==> config.mk <==
export PLATFORM = sky130hd
export DESIGN_NAME = gpio_irq_bank
export DESIGN_NICKNAME = d
export VERILOG_FILES = /design/src/rtl/gpio_bank_pkg.sv /design/src/rtl/gpio_sync.sv /design/src/rtl/gpio_pin_detect.sv /design/src/rtl/gpio_status.sv /design/src/rtl/gpio_irq_bank.sv
export SDC_FILE = /design/constraint.sdc
export NUM_CORES = 1
export LEC_CHECK = 0
export ABC_CLOCK_PERIOD_IN_PS = 5500
export BUFFER_PORTS_ARGS = -buffer_cell sky130_fd_sc_hd__buf_2
export CAP_MARGIN = 40
export CELL_PAD_IN_SITES_DETAIL_PLACEMENT = 1
export CELL_PAD_IN_SITES_GLOBAL_PLACEMENT = 2
export CORE_MARGIN = 2
export CORE_UTILIZATION = 26
export CTS_BUF_LIST = sky130_fd_sc_hd__clkbuf_4 sky130_fd_sc_hd__clkbuf_8 sky130_fd_sc_hd__clkbuf_16
export DETAILED_ROUTE_END_ITERATION = 6
export PLACE_DENSITY = 0.58
export SYNTH_ARGS = -nofsm -noshare
export SYNTH_HDL_FRONTEND = slang
export SYNTH_HIERARCHICAL = 1
export SYNTH_SLANG_ARGS = --single-unit
==> constraint.sdc <==
create_clock -name clk -period 5.5 [get_ports clk]
set_clock_uncertainty 0.1 [all_clocks]
set_input_delay 0.55 -clock clk [delete_from_list [all_inputs] [get_ports clk]]
set_output_delay 0.55 -clock clk [all_outputs]
set_load 0.01 [all_outputs]
==> src/rtl/gpio_bank_pkg.sv <==
package gpio_bank_pkg;

    typedef enum logic [3:0] {
        REG_NONE,
        REG_STAT,
        REG_EN,
        REG_EN_SET,
        REG_EN_CLR,
        REG_DIR,
        REG_IN,
        REG_OUT,
        REG_LVL_LO,
        REG_LVL_HI,
        REG_RISE,
        REG_FALL,
        REG_OUT_CLR,
        REG_OUT_SET
    } reg_sel_e;

    // Map a byte offset to a register for the chosen layout.
    function automatic reg_sel_e decode_reg(input logic [15:0] a, input int layout);
        logic [15:0] rel;
        rel = (layout == 0) ? a : (a - 16'h0100);
        if (layout == 0) begin
            if (a == 16'h0018) return REG_STAT;
            if (a == 16'h001C) return REG_EN;
        end else begin
            if (a == 16'h002C) return REG_STAT;
            if (a == 16'h0034) return REG_EN_SET;
            if (a == 16'h0038) return REG_EN_CLR;
        end
        case (rel)
            16'h0034: return REG_DIR;
            16'h0038: return REG_IN;
            16'h003C: return REG_OUT;
            16'h0040: return REG_LVL_LO;
            16'h0044: return REG_LVL_HI;
            16'h0048: return REG_RISE;
            16'h004C: return REG_FALL;
            16'h0090: return REG_OUT_CLR;
            16'h0094: return REG_OUT_SET;
            default:  return REG_NONE;
        endcase
    endfunction

endpackage

==> src/rtl/gpio_sync.sv <==
module gpio_sync #(
    parameter int W = 32
) (
    input  logic         clk,
    input  logic         rst_n,
    input  logic [W-1:0] raw,
    output logic [W-1:0] synced
);
    logic [W-1:0] meta_q;
    logic [W-1:0] sync_q;

    always_ff @(posedge clk or negedge rst_n) begin
        if (!rst_n) begin
            meta_q <= '0;
            sync_q <= '0;
        end else begin
            meta_q <= raw;
            sync_q <= meta_q;
        end
    end

    assign synced = sync_q;
endmodule

==> src/rtl/gpio_pin_detect.sv <==
module gpio_pin_detect (
    input  logic clk,
    input  logic rst_n,
    input  logic cur,
    input  logic en_lo,
    input  logic en_hi,
    input  logic en_rise,
    input  logic en_fall,
    output logic evt
);
    logic prev_q;

    always_ff @(posedge clk or negedge rst_n) begin
        if (!rst_n) prev_q <= 1'b0;
        else        prev_q <= cur;
    end

    assign evt = (en_lo   & ~cur)
               | (en_hi   &  cur)
               | (en_rise &  cur & ~prev_q)
               | (en_fall & ~cur &  prev_q);


    both_level_chk: assert property (@(posedge clk) disable iff (!rst_n)
        (en_lo && en_hi) |-> evt);
endmodule

==> src/rtl/gpio_status.sv <==
module gpio_status #(
    parameter int W = 32
) (
    input  logic         clk,
    input  logic         rst_n,
    input  logic [W-1:0] evt,
    input  logic [W-1:0] clr,
    input  logic [W-1:0] en,
    output logic [W-1:0] status,
    output logic         irq
);
    logic [W-1:0] status_q;
    logic         irq_q;

    always_ff @(posedge clk or negedge rst_n) begin
        if (!rst_n) begin
            status_q <= '0;
            irq_q    <= 1'b0;
        end else begin
            status_q <= (status_q & ~clr) | evt;
            irq_q    <= |(status_q & en);
        end
    end

    assign status = status_q;
    assign irq    = irq_q;


    status_hold_chk: assert property (@(posedge clk) disable iff (!rst_n)
        1'b1 |=> (($past(status_q) & ~$past(clr) & ~status_q) == '0));

    event_wins_chk: assert property (@(posedge clk) disable iff (!rst_n)
        1'b1 |=> (($past(evt) & ~status_q) == '0));

    irq_fall_chk: assert property (@(posedge clk) disable iff (!rst_n)
        $fell(irq_q) |-> $past((status_q & en) == '0));

    irq_rise_chk: assert property (@(posedge clk) disable iff (!rst_n)
        $rose(irq_q) |-> $past((status_q & en) != '0));
endmodule

==> src/rtl/gpio_irq_bank.sv <==
module gpio_irq_bank
    import gpio_bank_pkg::*;
#(
    parameter int PINS   = 32,
    parameter int ADDR_W = 12,
    parameter int LAYOUT = 0
) (
    input  logic              clk,
    input  logic              rst_n,
    input  logic              bus_sel,
    input  logic              bus_wr,
    input  logic [ADDR_W-1:0] bus_addr,
    input  logic [PINS-1:0]   bus_wdata,
    output logic [PINS-1:0]   bus_rdata,
    input  logic [PINS-1:0]   pin_in,
    output logic [PINS-1:0]   pin_out,
    output logic [PINS-1:0]   pin_oe,
    output logic              irq
);
    localparam logic [PINS-1:0] ALL_IN = '1;

    logic [PINS-1:0] dir_q, out_q, en_q;
    logic [PINS-1:0] lo_q, hi_q, rise_q, fall_q;
    logic [PINS-1:0] pin_s, evt, status, stat_clr;
    logic [15:0]     addr16;
    logic            wr_hit;
    reg_sel_e        sel;

    assign addr16 = 16'(bus_addr);
    assign sel    = decode_reg(addr16, LAYOUT);
    assign wr_hit = bus_sel & bus_wr;

    always_ff @(posedge clk or negedge rst_n) begin
        if (!rst_n) begin
            dir_q  <= ALL_IN;
            out_q  <= '0;
            en_q   <= '0;
            lo_q   <= '0;
            hi_q   <= '0;
            rise_q <= '0;
            fall_q <= '0;
        end else if (wr_hit) begin
            unique case (sel)
                REG_EN:      en_q   <= bus_wdata;
                REG_EN_SET:  en_q   <= en_q | bus_wdata;
                REG_EN_CLR:  en_q   <= en_q & ~bus_wdata;
                REG_DIR:     dir_q  <= bus_wdata;
                REG_OUT:     out_q  <= bus_wdata;
                REG_OUT_SET: out_q  <= out_q | bus_wdata;
                REG_OUT_CLR: out_q  <= out_q & ~bus_wdata;
                REG_LVL_LO:  lo_q   <= bus_wdata;
                REG_LVL_HI:  hi_q   <= bus_wdata;
                REG_RISE:    rise_q <= bus_wdata;
                REG_FALL:    fall_q <= bus_wdata;
                default: ;
            endcase
        end
    end

    assign stat_clr = (wr_hit && sel == REG_STAT) ? bus_wdata : '0;

    always_comb begin
        bus_rdata = '0;
        if (bus_sel && !bus_wr) begin
            unique case (sel)
                REG_STAT:                       bus_rdata = status;
                REG_EN, REG_EN_SET, REG_EN_CLR: bus_rdata = en_q;
                REG_DIR:                        bus_rdata = dir_q;
                REG_IN:                         bus_rdata = pin_s;
                REG_OUT:                        bus_rdata = out_q;
                REG_LVL_LO:                     bus_rdata = lo_q;
                REG_LVL_HI:                     bus_rdata = hi_q;
                REG_RISE:                       bus_rdata = rise_q;
                REG_FALL:                       bus_rdata = fall_q;
                default:                        bus_rdata = '0;
            endcase
        end
    end

    assign pin_out = out_q;
    assign pin_oe  = ~dir_q;

    gpio_sync #(.W(PINS)) u_sync (
        .clk    (clk),
        .rst_n  (rst_n),
        .raw    (pin_in),
        .synced (pin_s)
    );

    for (genvar p = 0; p < PINS; p++) begin : g_pin
        gpio_pin_detect u_det (
            .clk     (clk),
            .rst_n   (rst_n),
            .cur     (pin_s[p]),
            .en_lo   (lo_q[p]),
            .en_hi   (hi_q[p]),
            .en_rise (rise_q[p]),
            .en_fall (fall_q[p]),
            .evt     (evt[p])
        );
    end

    gpio_status #(.W(PINS)) u_stat (
        .clk    (clk),
        .rst_n  (rst_n),
        .evt    (evt),
        .clr    (stat_clr),
        .en     (en_q),
        .status (status),
        .irq    (irq)
    );


    set_out_chk: assert property (@(posedge clk) disable iff (!rst_n)
        (wr_hit && sel == REG_OUT_SET) |=> ((out_q & $past(bus_wdata)) == $past(bus_wdata)));

    clr_out_chk: assert property (@(posedge clk) disable iff (!rst_n)
        (wr_hit && sel == REG_OUT_CLR) |=> ((out_q & $past(bus_wdata)) == '0));

    undef_read_chk: assert property (@(posedge clk) disable iff (!rst_n)
        (bus_sel && !bus_wr && sel == REG_NONE) |-> (bus_rdata == '0));
endmodule

* Word level (Yosys, flattened, before mapping) *
Index checks and enable logic that the tools add are counted.

storage, ports and cells
  bits in registers = 353
  input bits = 80

cells by class
  equality and inequality tests = 24
  muxes and demuxes = 13
  bitwise operators = 363
  reduce and logical (&&, ||, !) cells = 14

operators by type and width
  cell                   number
  $pmux W32 S9           1
  $and A1 B1 Y1          193
  $pmux W32 S3           2
  $and A32 B32 Y32       4
  $not A32 Y32           3
  $or A1 B1 Y1           96
  $or A32 B32 Y32        3
  $mux W32               2
  $not A1 Y1             64
  $eq A12 B7 Y1 const B  4
  $eq A12 B6 Y1 const B  3
  $pmux W4 S9            1
  $reduce_or A32 Y1      1
  $eq A12 B5 Y1 const B  2
  $eq A12 B8 Y1 const B  2
  $eq A4 B4 Y1 const B   6
  $eq A4 B3 Y1 const B   4
  $mux W4                4
  $reduce_and A2 Y1      7
  $eq A4 B2 Y1 const B   2
  $reduce_bool A3 Y1     2
  $eq A4 B1 Y1 const B   1
  $mux W1                3
  $reduce_or A3 Y1       1
  other kinds (2)        3

* Depth between registers and ports, before layout *
Gate-level depths: netlist (run 1).

  word-level depth = 11
  depth in mapped cells = 10
  depth with buffers taken out = 6

* Modules after synthesis *
Netlist (run 1), hierarchy kept.

modules (own cells, without submodules)
  module           times used  cells an instance  area an instance (um2)
  gpio_irq_bank    1           979                11469.8
  gpio_pin_detect  32          5                  56.3
  gpio_sync        1           64                 1601.5
  gpio_status      1           118                1350.0

* Worst setup path before layout (run 1) *
OpenSTA, ideal clock, no wires.

  kind = input to output
  start point = input port bus_addr[1]
  end point = output port bus_rdata[10]
  arrival time = 2.576 ns
  required time = 4.850 ns
  slack = 2.274 ns
  cell stages on the path = 8
  buffers on the path = 3
  path through = or4_4 > or2_1 > buf_6 > or4_4 > buf_6 > nand3_1 > clkbuf_1 > a41oi_1

on the way
  cells in the longest elaborated chain, start to end = 8

ends and longest elaborated chain
  what                                                                   line                 source
  start: declaration                                                     gpio_irq_bank.sv:12  input logic [ADDR_W-1:0] bus_addr,
  parallel branches: the longest is 3 deep, another holds $eq A12 B8 Y1  --
  $mux W4 *                                                              gpio_bank_pkg.sv:32  case (rel)
  $eq A4 B2 Y1 or $eq A4 B3 Y1 (tied branches)                           gpio_irq_bank.sv:65  unique case (sel)
  $reduce_or A3 Y1                                                       gpio_irq_bank.sv:65
  $pmux W32 S9 *                                                         gpio_irq_bank.sv:65
  $mux W32 *                                                             gpio_irq_bank.sv:64  if (bus_sel && !bus_wr) begin
  end: declaration                                                       gpio_irq_bank.sv:14  output logic [PINS-1:0] bus_rdata,

Mark *: on every way between the ends.

* Worst setup path in the final report (run 1) *
  start point = input port bus_addr[2]
  end point = output port bus_rdata[10]

Same word-level chain as after synthesis.

==> qor.csv, run 1 <==
stage,metric,value,unit
floorplan,Die Y-Extent,254,um
clocking,clk_lat worst skew,570,ps
yosys,Synth cell types,54,
yosys,Post-Synth Simple-Gate Area,9.05,%
critical_path,"Max FO, Critical Path",37,
min_path,worst min path class,input pin to flip-flop,
detailed_routing,highest routed layer,met4,
sta,Peak Freq,216,MHz
yosys,Synth Area in XOR/XNOR,0,%
sta,Final Hold Violating Endpoints,0,
run,Max-Cap Viols,0,
power,PD cells,291,mW/mm^2
critical_path,crit path kind,input pin to output port,
critical_path,reg-to-reg critical path startpoint,en_q[5],
power,Combinational Power Share,4.3,%
yosys,combinational family with the most area after synthesis,multiplexers,
min_path,Min-Delay Startpoint,bus_wdata[5],
sta,Finish-stage setup viols,0,
yosys,Post-Synth Adder-Cell Area,0,%
floorplan,Die Area,0.0644,mm^2
sta,Final WS setup,880,ps
power,Clock Power Share,49.9,%
finish,cell area after layout,0.0201,mm^2
clocking,clock root buffer,clkbuf_16,
detailed_routing,Vias/cell,4.89,
finish,area of the multi-input gates,0.00671,mm^2
yosys,post-synth top area share,49.5,%
detailed_routing,via count,11800,
critical_path,reg2reg path depth,3,
detailed_routing,final WL,57.5,mm
sta,min Tclk post-route,4620,ps
detailed_routing,wire length on met2,26.5,mm
detailed_routing,met1 WL,27.5,mm
yosys,"Seq/Total Area, Yosys",54.7,%
clocking,CTS tree,built,
power,switching part of the total power,22.9,%
placed_design,placer congestion estimate,0.789,
global_route,largest net degree at the start of global routing,134,
power,Max VDD drop,0.000179,V
finish,fin util,32.5,%
critical_path,Worst R2R End,u_stat/irq,
critical_path,startpoint type of the worst setup path,input pin,
status,outcome,"complete, no violations",
finish,area delta synth->final,23.6,%
min_path,worst hold stages,2,
detailed_routing,DR pass1 iterations,5,
sta,max_slew headroom,38.7,%
critical_path,data arrival time of the worst path,3970,ps
clocking,setup repair bufs after CTS,0,
clocking,total CTS buffers,43,
yosys,cell taking the most area after synthesis,dfrtp_1,
power,P_int,4.50,mW
sta,"Slew Viols, Final",0,
yosys,Synth async-reset ratio,100,%
power,P_leak,8.81,nW
floorplan,I/O pin cnt,177,
placed_design,dpl cells,2300,
power,Seq pwr share,45.7,%
yosys,ys flop type,dfrtp_1,
global_route,initial antenna violation count,0,
global_route,vias in the first global route,12600,
critical_path,Worst Path Required,4850,ps
detailed_routing,DRC violations left,0,
finish,diode count,0,
power,switching pwr,1.34,mW
yosys,synthesized area per cell,12.3,um^2
global_route,GRT overflow,0,
yosys,most area-consuming cells after synthesis,"dfrtp_1, mux2_2, dfstp_2",
placed_design,DP Worst Slack,878,ps
floorplan,Die X,254,um
finish,share of post-route cells with drive strength above 1,39.0,%
sta,post-route clock period utilization,84.0,%
yosys,fraction of the mapped netlist area in compound gates,13.9,%
floorplan,core box area,0.0617,mm^2
placed_design,placed cell areas,0.0183,mm^2
global_route,Total Routing Usage GR,18.0,%
yosys,syn nets,1401,
clocking,clk buf depth,3,
placed_design,PortBufs,176,
critical_path,CP Capture Type,output port,
detailed_routing,met3 wire len,2.38,mm
yosys,"flops & latches, synth",353,
detailed_routing,1st-iter DRT viols,677,
finish,register area,0.00887,mm^2
min_path,Worst Hold Path EP,pin_out[5],
yosys,"EDFF count, synth",0,
global_route,first-pass GRT wire length,85.7,mm
sta,Min Hold Slack,241,ps
yosys,Mapped Cells,1321,
placed_design,Detail Placement HPWL,39.2,mm
sta,worst slew pin tran,920,ps
yosys,Netlist Area Pre-Place,0.0162,mm^2
finish,fin nets,1621,
yosys,Synth Warn #,6,
yosys,post-synthesis mux area share,18.0,%
clocking,clock slew at reported path FFs,60,ps
detailed_routing,Wirelength per Cell,23.9,um
power,total power,5.84,mW
floorplan,Core Rows,91,
sta,setup_tns,0,ps
clocking,H-tree level count,2,
finish,fin cells,2411,
sta,RSZ-0062 raised after global routing,false,
finish,Fill cells,6769,
detailed_routing,Post-DRT Antenna Nets,0,
floorplan,starting density of the core,26.3,%
clocking,clock sink total,353,
critical_path,r2r setup slk,3570,ps
-- how the worst max path moves through the flow --
stage                 from       endpoint  slack, ps  cells past startpoint
3_5_place_dp   bus_addr[2]  bus_rdata[15]        880                     10
6_report       bus_addr[2]  bus_rdata[10]        880                     10
2_1_floorplan  bus_addr[1]  bus_rdata[10]       2270                      8
4_1_cts        bus_addr[2]  bus_rdata[15]        890                     10
3_3_place_gp   bus_addr[2]  bus_rdata[15]        970                     10
5_1_grt        bus_addr[2]  bus_rdata[15]        650                     10
-- Yosys cell counts, types with 2 or more instances --
master	count
and3_1	20
dfrtp_1	321
and2_1	35
or2_2	2
mux2_2	230
a21o_1	37
a41oi_1	9
a22o_1	37
a22oi_2	2
o32ai_1	2
buf_1	6
nand4_1	4
buf_2	18
nand3_1	37
inv_1	96
clkbuf_1	47
a21oi_1	2
nand2_1	59
a222oi_1	17
mux2_1	4
nand2b_1	3
mux2i_1	28
dfstp_2	32
o22a_1	10
a22oi_1	32
nor3_1	2
nand2b_4	32
o21ai_0	60
or4_4	2
a221oi_1	5
a32o_1	4
nor2_1	11
a31oi_1	54
nor4_1	3
nand3b_1	2
a211oi_1	33
or4b_2	2
buf_6	5
-- kinds of logic (layout without fill, tap and decap cells) --
logic type / Yosys count / after routing
DFF: 353 / 353
AOI/OAI and AO/OA: 309 / 309
muxes: 262 / 262
and+or+nand+nor: 225 / 225
buffers and inverters: 172 / 425
-- area by class of cell --
| cell class | count | area share (%) |
|---|---|---|
| clock inverters | 7 | 0.299 |
| inverters | 96 | 1.80 |
| multi-input cells | 796 | 33.5 |
| well taps | 837 | 5.22 |
| flip-flops and latches | 353 | 44.2 |
| repair buffers | 251 | 8.07 |
| clock buffers | 71 | 6.93 |
-- what timing repair did --
action / CTS / global route
resized for setup: 0 / 0
hold buffers: 33 / 0
hold endpoints to repair: 113 / 0
-- critical path, cell delays in order --
cell and delay [ps]:
buf_2 130, buf_4 580, nor2_1 80, o22ai_1 450, nand2_2 570, and2_1 340, buf_4 220, a222oi_1 540
a41oi_1 270, buf_2 210
-- cell usage in the layout, fill, tap and decap left out, drive strengths merged, types with 32 or more instances in the layout --
master	Yosys	layout
a22oi	34	34
a211oi	34	34
dfrtp	321	321
clkbuf	47	71
inv	96	96
a21o	38	38
nand2b	35	35
buf	29	218
a31oi	54	54
mux2	234	234
dfstp	32	32
a22o	37	37
nand2	59	59
nand3	37	37
o21ai	60	60
dlygate4sd3	0	33
and2	36	36
-- sequential cells by signal (all words and copies together), names as in the netlist --
name	count
en_q	32
lo_q	32
u_stat/irq	1
dir_q	32
u_sync/meta_q	32
u_stat/status	32
rise_q	32
hi_q	32
g_pin.u_det/prev_q	32
u_sync/synced	32
fall_q	32
pin_out	32
-- metal layers --
| layer | vias to the layer above | global-route usage [%] |
|---|---|---|
| li1 | 5264 | - |
| met4 | 0 | 4.07 |
| met5 | - | 0 |
| met2 | 232 | 28.7 |
| met3 | 72 | 3.32 |
| met1 | 6216 | 25.3 |
-- power by group through the flow --
stage	clock network [mW]	logic [mW]	registers [mW]
after global routing	3.10	0.279	2.67
after CTS	3.00	0.259	2.67
final	2.91	0.253	2.67
after floorplan	0	0.0807	2.70
after global placement	0	0.238	2.71
after detailed placement	0	0.240	2.71
Power figures use the tool's default switching activity.
==> run 2, diff against run 1 <==
- ABC_AREA: unset -> 1
- ABC_CLOCK_PERIOD_IN_PS: 5500 -> 4600
- PLACE_DENSITY: 0.58 -> 0.65
- clock period: 5.5 -> 4.6 ns (I/O delays scaled with it)
==> qor.csv, run 2 <==
stage,metric,value,unit,change
power,Max VDD drop,0.000229,V,was 0.000179 V
floorplan,core box area,0.0642,mm^2,was 0.0617 mm^2
yosys,cell taking the most area after synthesis,dfrtp_1,,unchanged
sta,RSZ-0062 raised after global routing,false,,unchanged
sta,max_slew headroom,46.8,%,was 38.7%
critical_path,crit path kind,input pin to output port,,unchanged
power,PD cells,341,mW/mm^2,was 291 mW/mm^2
clocking,post_cts resized,0,,unchanged
placed_design,placed cell areas,0.0189,mm^2,was 0.0183 mm^2
critical_path,data arrival time of the worst path,3300,ps,was 3970 ps
detailed_routing,via count,15100,,was 11800
run,Max-Cap Viols,0,,unchanged
sta,worst slew pin tran,798,ps,was 920 ps
floorplan,I/O pin cnt,177,,unchanged
sta,Final WS setup,738,ps,was 880 ps
floorplan,Die X,259,um,was 254 um
critical_path,CP Capture Type,output port,,unchanged
yosys,synthesized area per cell,7.74,um^2,was 12.3 um^2
placed_design,placer congestion estimate,0.793,,was 0.789
detailed_routing,Vias/cell,4.61,,was 4.89
yosys,syn nets,2257,,was 1401
global_route,vias in the first global route,16000,,was 12600
yosys,post-synth top area share,47.7,%,was 49.5%
critical_path,r2r setup slk,3030,ps,was 3570 ps
yosys,Netlist Area Pre-Place,0.0169,mm^2,was 0.0162 mm^2
yosys,Commonest cells post-synth,"nand2_1, dfrtp_1, inv_1, nor2_1, o21ai_1",,"was dfrtp_1, mux2_2, inv_1, o21ai_0, nand2_1"
min_path,worst min path class,input pin to flip-flop,,unchanged
global_route,GRT overflow,0,,unchanged
critical_path,cell breakdown of the critical path,"buf_2, nor2_2, nand2_1, nor2_2, nand3_1, nand2_4, buf_4, nand4_2, nor2_1, a21oi_1, nand2_1, nor2_1, nor2_1, buf_2",,"was buf_2, buf_4, nor2_1, o22ai_1, nand2_2, and2_1, buf_4, a222oi_1, a41oi_1, buf_2"
min_path,Worst Hold Path EP,pin_out[0],,was pin_out[5]
yosys,Synth cell types,30,,was 54
critical_path,reg2reg path depth,6,,was 3
status,outcome,"complete, no violations",,unchanged
yosys,ys flop type,dfrtp_1,,unchanged
yosys,most area-consuming cells after synthesis,"dfrtp_1, nand2_1, inv_1",,"was dfrtp_1, mux2_2, dfstp_2"
critical_path,reg-to-reg critical path startpoint,en_q[9],,was en_q[5]
global_route,first-pass GRT wire length,100,mm,was 85.7 mm
critical_path,critical path's top delay family,simple AND/OR/NAND/NOR gates,,was compound AO/OA/AOI/OAI gates
clocking,CTS tree,built,,unchanged
clocking,H-tree level count,2,,unchanged
global_route,initial antenna violation count,1,,was 0
detailed_routing,DR pass1 iterations,5,,unchanged
finish,cell area after layout,0.0207,mm^2,was 0.0201 mm^2
global_route,largest net degree at the start of global routing,101,,was 134
critical_path,startpoint type of the worst setup path,input pin,,unchanged
detailed_routing,DRC violations left,0,,unchanged
sta,min Tclk post-route,3860,ps,
finish,most frequent cells in the layout,"nand2_1, dfrtp_1, inv_1",,"was dfrtp_1, mux2_2, buf_2"
power,P_leak,10.3,nW,was 8.81 nW
critical_path,CP max stage delay,580,ps,about the same
sta,post-route clock period utilization,84.0,%,
finish,diode count,0,,unchanged
finish,fin nets,2456,,was 1621
sta,Final Hold Violating Endpoints,0,,unchanged
clocking,clock sink total,353,,unchanged
critical_path,Critical Path Most Common Cell,nor2_1,,
sta,setup_tns,0,ps,unchanged
placed_design,Detail Placement HPWL,43.3,mm,was 39.2 mm
placed_design,PortBufs,176,,unchanged
global_route,Total Routing Usage GR,19.7,%,was 18.0%
floorplan,Die Area,0.0669,mm^2,was 0.0644 mm^2
clocking,clk_lat worst skew,580,ps,was 570 ps
clocking,clk buf depth,3,,unchanged
yosys,most frequent cell after synthesis,nand2_1,,was dfrtp_1
finish,Fill cells,7750,,was 6769
critical_path,Worst R2R End,u_stat/irq,,unchanged
yosys,Synth async-reset ratio,100,%,unchanged
clocking,total CTS buffers,45,,was 43
placed_design,DP Worst Slack,771,ps,was 878 ps
yosys,"EDFF count, synth",0,,unchanged
finish,area delta synth->final,22.7,%,was 23.6%
critical_path,crit path launch,bus_addr[9],,was bus_addr[2]
min_path,worst hold stages,4,,was 2
yosys,Mapped Cells,2177,,was 1321
finish,"commonest non-fill, non-tap cell in the layout",nand2_1,,was dfrtp_1
critical_path,Worst Path Required,4040,ps,was 4850 ps
critical_path,slowest CP cell,nand4_2,,was buf_4
detailed_routing,final WL,64.9,mm,was 57.5 mm
min_path,Min-Delay Startpoint,bus_wdata[0],,was bus_wdata[5]
sta,Peak Freq,259,MHz,
yosys,Synth Warn #,6,,unchanged
detailed_routing,Wirelength per Cell,19.9,um,was 23.9 um
sta,Finish-stage setup viols,0,,unchanged
finish,share of post-route cells with drive strength above 1,16.7,%,was 39.0%
detailed_routing,Post-DRT Antenna Nets,0,,unchanged
floorplan,Die Y-Extent,259,um,was 254 um
clocking,clock root buffer,clkbuf_16,,unchanged
sta,"Slew Viols, Final",0,,unchanged
clocking,clock slew at reported path FFs,60,ps,about the same
critical_path,"Max FO, Critical Path",21,,was 37
floorplan,Core Rows,93,,was 91
yosys,"flops & latches, synth",353,,unchanged
yosys,"Seq/Total Area, Yosys",52.6,%,was 54.7%
critical_path,CP bufs+invs,3,,was 4
floorplan,starting density of the core,26.2,%,was 26.3%
detailed_routing,1st-iter DRT viols,907,,was 677
[run 2: worst max path at each step]
stage	slack [ps]	endpoint	cells past startpoint
after global placement	820	bus_rdata[9]	14
after CTS	770	bus_rdata[9]	14
after global routing	560	bus_rdata[9]	14
after detailed placement	770	bus_rdata[9]	14
final	740	bus_rdata[9]	14
after floorplan	2030	bus_rdata[13]	11
[run 2: tightest hold or removal path: stages]
cell	delay, ps
buf_2	90
o21ai_1	60
nand2_1	50
o21ai_1	50
[run 2: routing by layer]
layer  vias up  routed length, um  global-route usage [%]
met5         -                  0                       0
met4         0               1050                    4.00
met3        68               2190                    2.60
met2       246              30200                    32.5
met1      7515              31400                    27.7
li1       7223                  -                       -
[run 2: cells by family after synthesis]
logic type,count (synthesis),share of synthesized area [%]
buf+inv,414,9.69
compound gates,306,9.72
flops,353,52.6
simple gates,1104,28.0
[run 2: layout make-up]
class | instances | area, um^2 | share of cell area [%]
tap | 855 | 1070 | 5.17
inverter | 316 | 1190 | 5.73
timing repair buffer | 250 | 1640 | 7.92
clock inverter | 10 | 78.8 | 0.381
multi-input combinational | 1410 | 6410 | 31.0
clock buffer | 73 | 1430 | 6.90
sequential | 353 | 8870 | 42.9
[run 2: through the flow]
stage / total power, mW / util [%] / hold WS [ps] / std cells
after global routing: 7.33 / 32.2 / 68.0 / 3267
after floorplan: 3.32 / - / 64.4 / 2177
after CTS: 7.17 / 32.2 / 36.0 / 3267
after detailed placement: 3.50 / 29.3 / 236 / 3151
final: 7.05 / 32.2 / 72.2 / 3267
after global placement: 3.49 / 29.1 / 233 / 3145
[run 2: where the power goes]
part / switching, mW / internal (mW) / total (mW)
logic: 0.179 / 0.0841 / 0.263
registers: 0.0374 / 3.16 / 3.19
clock network: 1.42 / 2.18 / 3.59
total: 1.63 / 5.42 / 7.05
[run 2: what timing repair did]
action	CTS	global route
buffers inserted	0	0
endpoints found under the setup margin	0	0
endpoints found under the hold margin	105	0
hold buffers	33	0
==> run 3, diff against run 2 <==
- ABC_CLOCK_PERIOD_IN_PS: 4600 -> 3500
- PLACE_DENSITY: 0.65 -> 0.67
- clock period: 4.6 -> 3.5 ns (I/O delays scaled with it)
==> qor.csv, run 3 (synthesized netlist as in run 2, its figures left out) <==
stage,metric,value,unit,change
critical_path,startpoint type of the worst setup path,input pin,,unchanged
critical_path,Setup crit end,bus_rdata[9],,unchanged
floorplan,Core Rows,93,,unchanged
sta,Final Hold Violating Endpoints,0,,unchanged
detailed_routing,Vias/cell,4.58,,was 4.61
global_route,first-pass GRT wire length,97.9,mm,was 100 mm
clocking,clk buf depth,3,,unchanged
floorplan,starting density of the core,26.2,%,unchanged
min_path,worst hold stages,4,,unchanged
detailed_routing,Wirelength per Cell,19.4,um,was 19.9 um
power,Max VDD drop,0.000383,V,was 0.000229 V
clocking,clock sink total,353,,unchanged
detailed_routing,1st-iter DRT viols,933,,was 907
global_route,initial antenna violation count,2,,was 1
critical_path,Worst R2R End,u_stat/irq,,unchanged
sta,Finish-stage setup viols,0,,unchanged
floorplan,Die X,259,um,unchanged
clocking,clock slew at reported path FFs,50,ps,was 60 ps
floorplan,core box area,0.0642,mm^2,unchanged
floorplan,Die Y-Extent,259,um,unchanged
finish,share of post-route cells with drive strength above 1,16.9,%,was 16.7%
power,P_leak,10.5,nW,was 10.3 nW
sta,"Slew Viols, Final",0,,unchanged
clocking,H-tree level count,2,,unchanged
critical_path,crit path launch,bus_addr[11],,was bus_addr[9]
floorplan,Die Area,0.0669,mm^2,unchanged
finish,area delta synth->final,25.7,%,was 22.7%
detailed_routing,Post-DRT Antenna Nets,0,,unchanged
critical_path,reg-to-reg critical path startpoint,u_stat/status[26],,was en_q[9]
run,Max-Cap Viols,0,,unchanged
global_route,Total Routing Usage GR,19.3,%,was 19.7%
global_route,GRT overflow,0,,unchanged
finish,Fill cells,7738,,was 7750
critical_path,"Max FO, Critical Path",16,,was 21
clocking,total CTS buffers,45,,unchanged
detailed_routing,DRC violations left,0,,unchanged
sta,min Tclk post-route,3250,ps,
critical_path,r2r setup slk,2160,ps,was 3030 ps
sta,setup_tns,0,ps,unchanged
floorplan,I/O pin cnt,177,,unchanged
placed_design,placed cell areas,0.0190,mm^2,was 0.0189 mm^2
min_path,worst min path class,input pin to flip-flop,,unchanged
clocking,clock root buffer,clkbuf_16,,unchanged
finish,"commonest non-fill, non-tap cell in the layout",nand2_1,,unchanged
finish,cell area after layout,0.0212,mm^2,was 0.0207 mm^2
critical_path,crit path kind,input pin to output port,,unchanged
detailed_routing,DR pass1 iterations,4,,was 5
detailed_routing,final WL,64.3,mm,was 64.9 mm
status,outcome,"complete, no violations",,unchanged
critical_path,data arrival time of the worst path,2800,ps,was 3300 ps
global_route,vias in the first global route,15700,,was 16000
sta,max_slew headroom,51.5,%,was 46.8%
clocking,CTS tree,built,,unchanged
clocking,clk_lat worst skew,580,ps,about the same
sta,RSZ-0062 raised after global routing,false,,unchanged
global_route,largest net degree at the start of global routing,92,,was 101
critical_path,reg2reg path depth,6,,unchanged
detailed_routing,via count,15200,,was 15100
placed_design,placer congestion estimate,0.788,,was 0.793
placed_design,Detail Placement HPWL,42.8,mm,was 43.3 mm
finish,most frequent cells in the layout,"nand2_1, dfrtp_1, inv_1",,unchanged
sta,Peak Freq,308,MHz,
power,PD cells,451,mW/mm^2,was 341 mW/mm^2
sta,worst slew pin tran,728,ps,was 798 ps
critical_path,Worst Path Required,3050,ps,was 4040 ps
clocking,setup repair bufs after CTS,0,,unchanged
placed_design,PortBufs,176,,unchanged
finish,fin nets,2499,,was 2456
finish,area of the multi-input gates,0.00640,mm^2,was 0.00641 mm^2
critical_path,CP Capture Type,output port,,unchanged
finish,diode count,0,,unchanged
sta,post-route clock period utilization,92.7,%,
finish,register area,0.00887,mm^2,unchanged
run 3: critical path, cell delays in order:
cell     delay (ps)
buf_2           100
nor2_2          130
nand2_1         120
nor2_2          210
nand2_1         130
a21oi_4         300
buf_4           220
nand3_4         390
nor2_1          330
nor2_1           70
nand3_1         140
nor2_1           60
nor2_1           80
buf_2           150
run 3: timing repair:
item,4_1_cts,5_1_grt
hold buffers,63,0
hold endpoints to repair,124,0
gates resized for setup,0,0
run 3: power breakdown:
part	switching (mW)	internal [mW]	total, mW
logic	0.238	0.134	0.372
clock network	1.89	3.10	4.99
registers	0.0499	4.15	4.20
run 3: per-layer routing:
layer	wire, um	vias to the layer above	global-route usage (%)
li1	-	7307	-
met1	30700	7510	26.6
met2	29900	265	31.7
met3	2190	81	2.56
met4	1580	0	5.23
met5	0	-	0
run 3: layout make-up:
| class | count | area share, % |
|---|---|---|
| clock buffers | 67 | 6.52 |
| clock inverters | 17 | 1.03 |
| inverters | 316 | 5.60 |
| multi-input cells | 1410 | 30.2 |
| flip-flops and latches | 353 | 41.9 |
| well taps | 855 | 5.05 |
| repair buffers | 293 | 9.70 |
run 3: stage by stage:
stage / utilization [%] / instances / hold slack (ps) / setup slack, ps / total power, mW
3_3_place_gp: 29.5 / 3162 / 235 / 303 / 4.59
4_1_cts: 33.0 / 3311 / 12.8 / 285 / 9.71
6_report: 33.0 / 3311 / 38.7 / 254 / 9.56
2_1_floorplan: - / 2177 / -45.6 / 1150 / 4.37
3_5_place_dp: 29.5 / 3164 / 236 / 253 / 4.60
5_1_grt: 33.0 / 3311 / 76.9 / 110 / 9.93
run 3: how the worst min path moves through the flow:
stage               slack, ps                 to         startpoint
floorplan                 -50            en_q[0]              rst_n
global placement          230  u_sync/synced[27]  u_sync/meta_q[27]
detailed placement        240  u_sync/synced[20]  u_sync/meta_q[20]
CTS                        10         pin_out[7]       bus_wdata[7]
global route               80         pin_out[7]       bus_wdata[7]
finish                     40         pin_out[6]       bus_wdata[6]
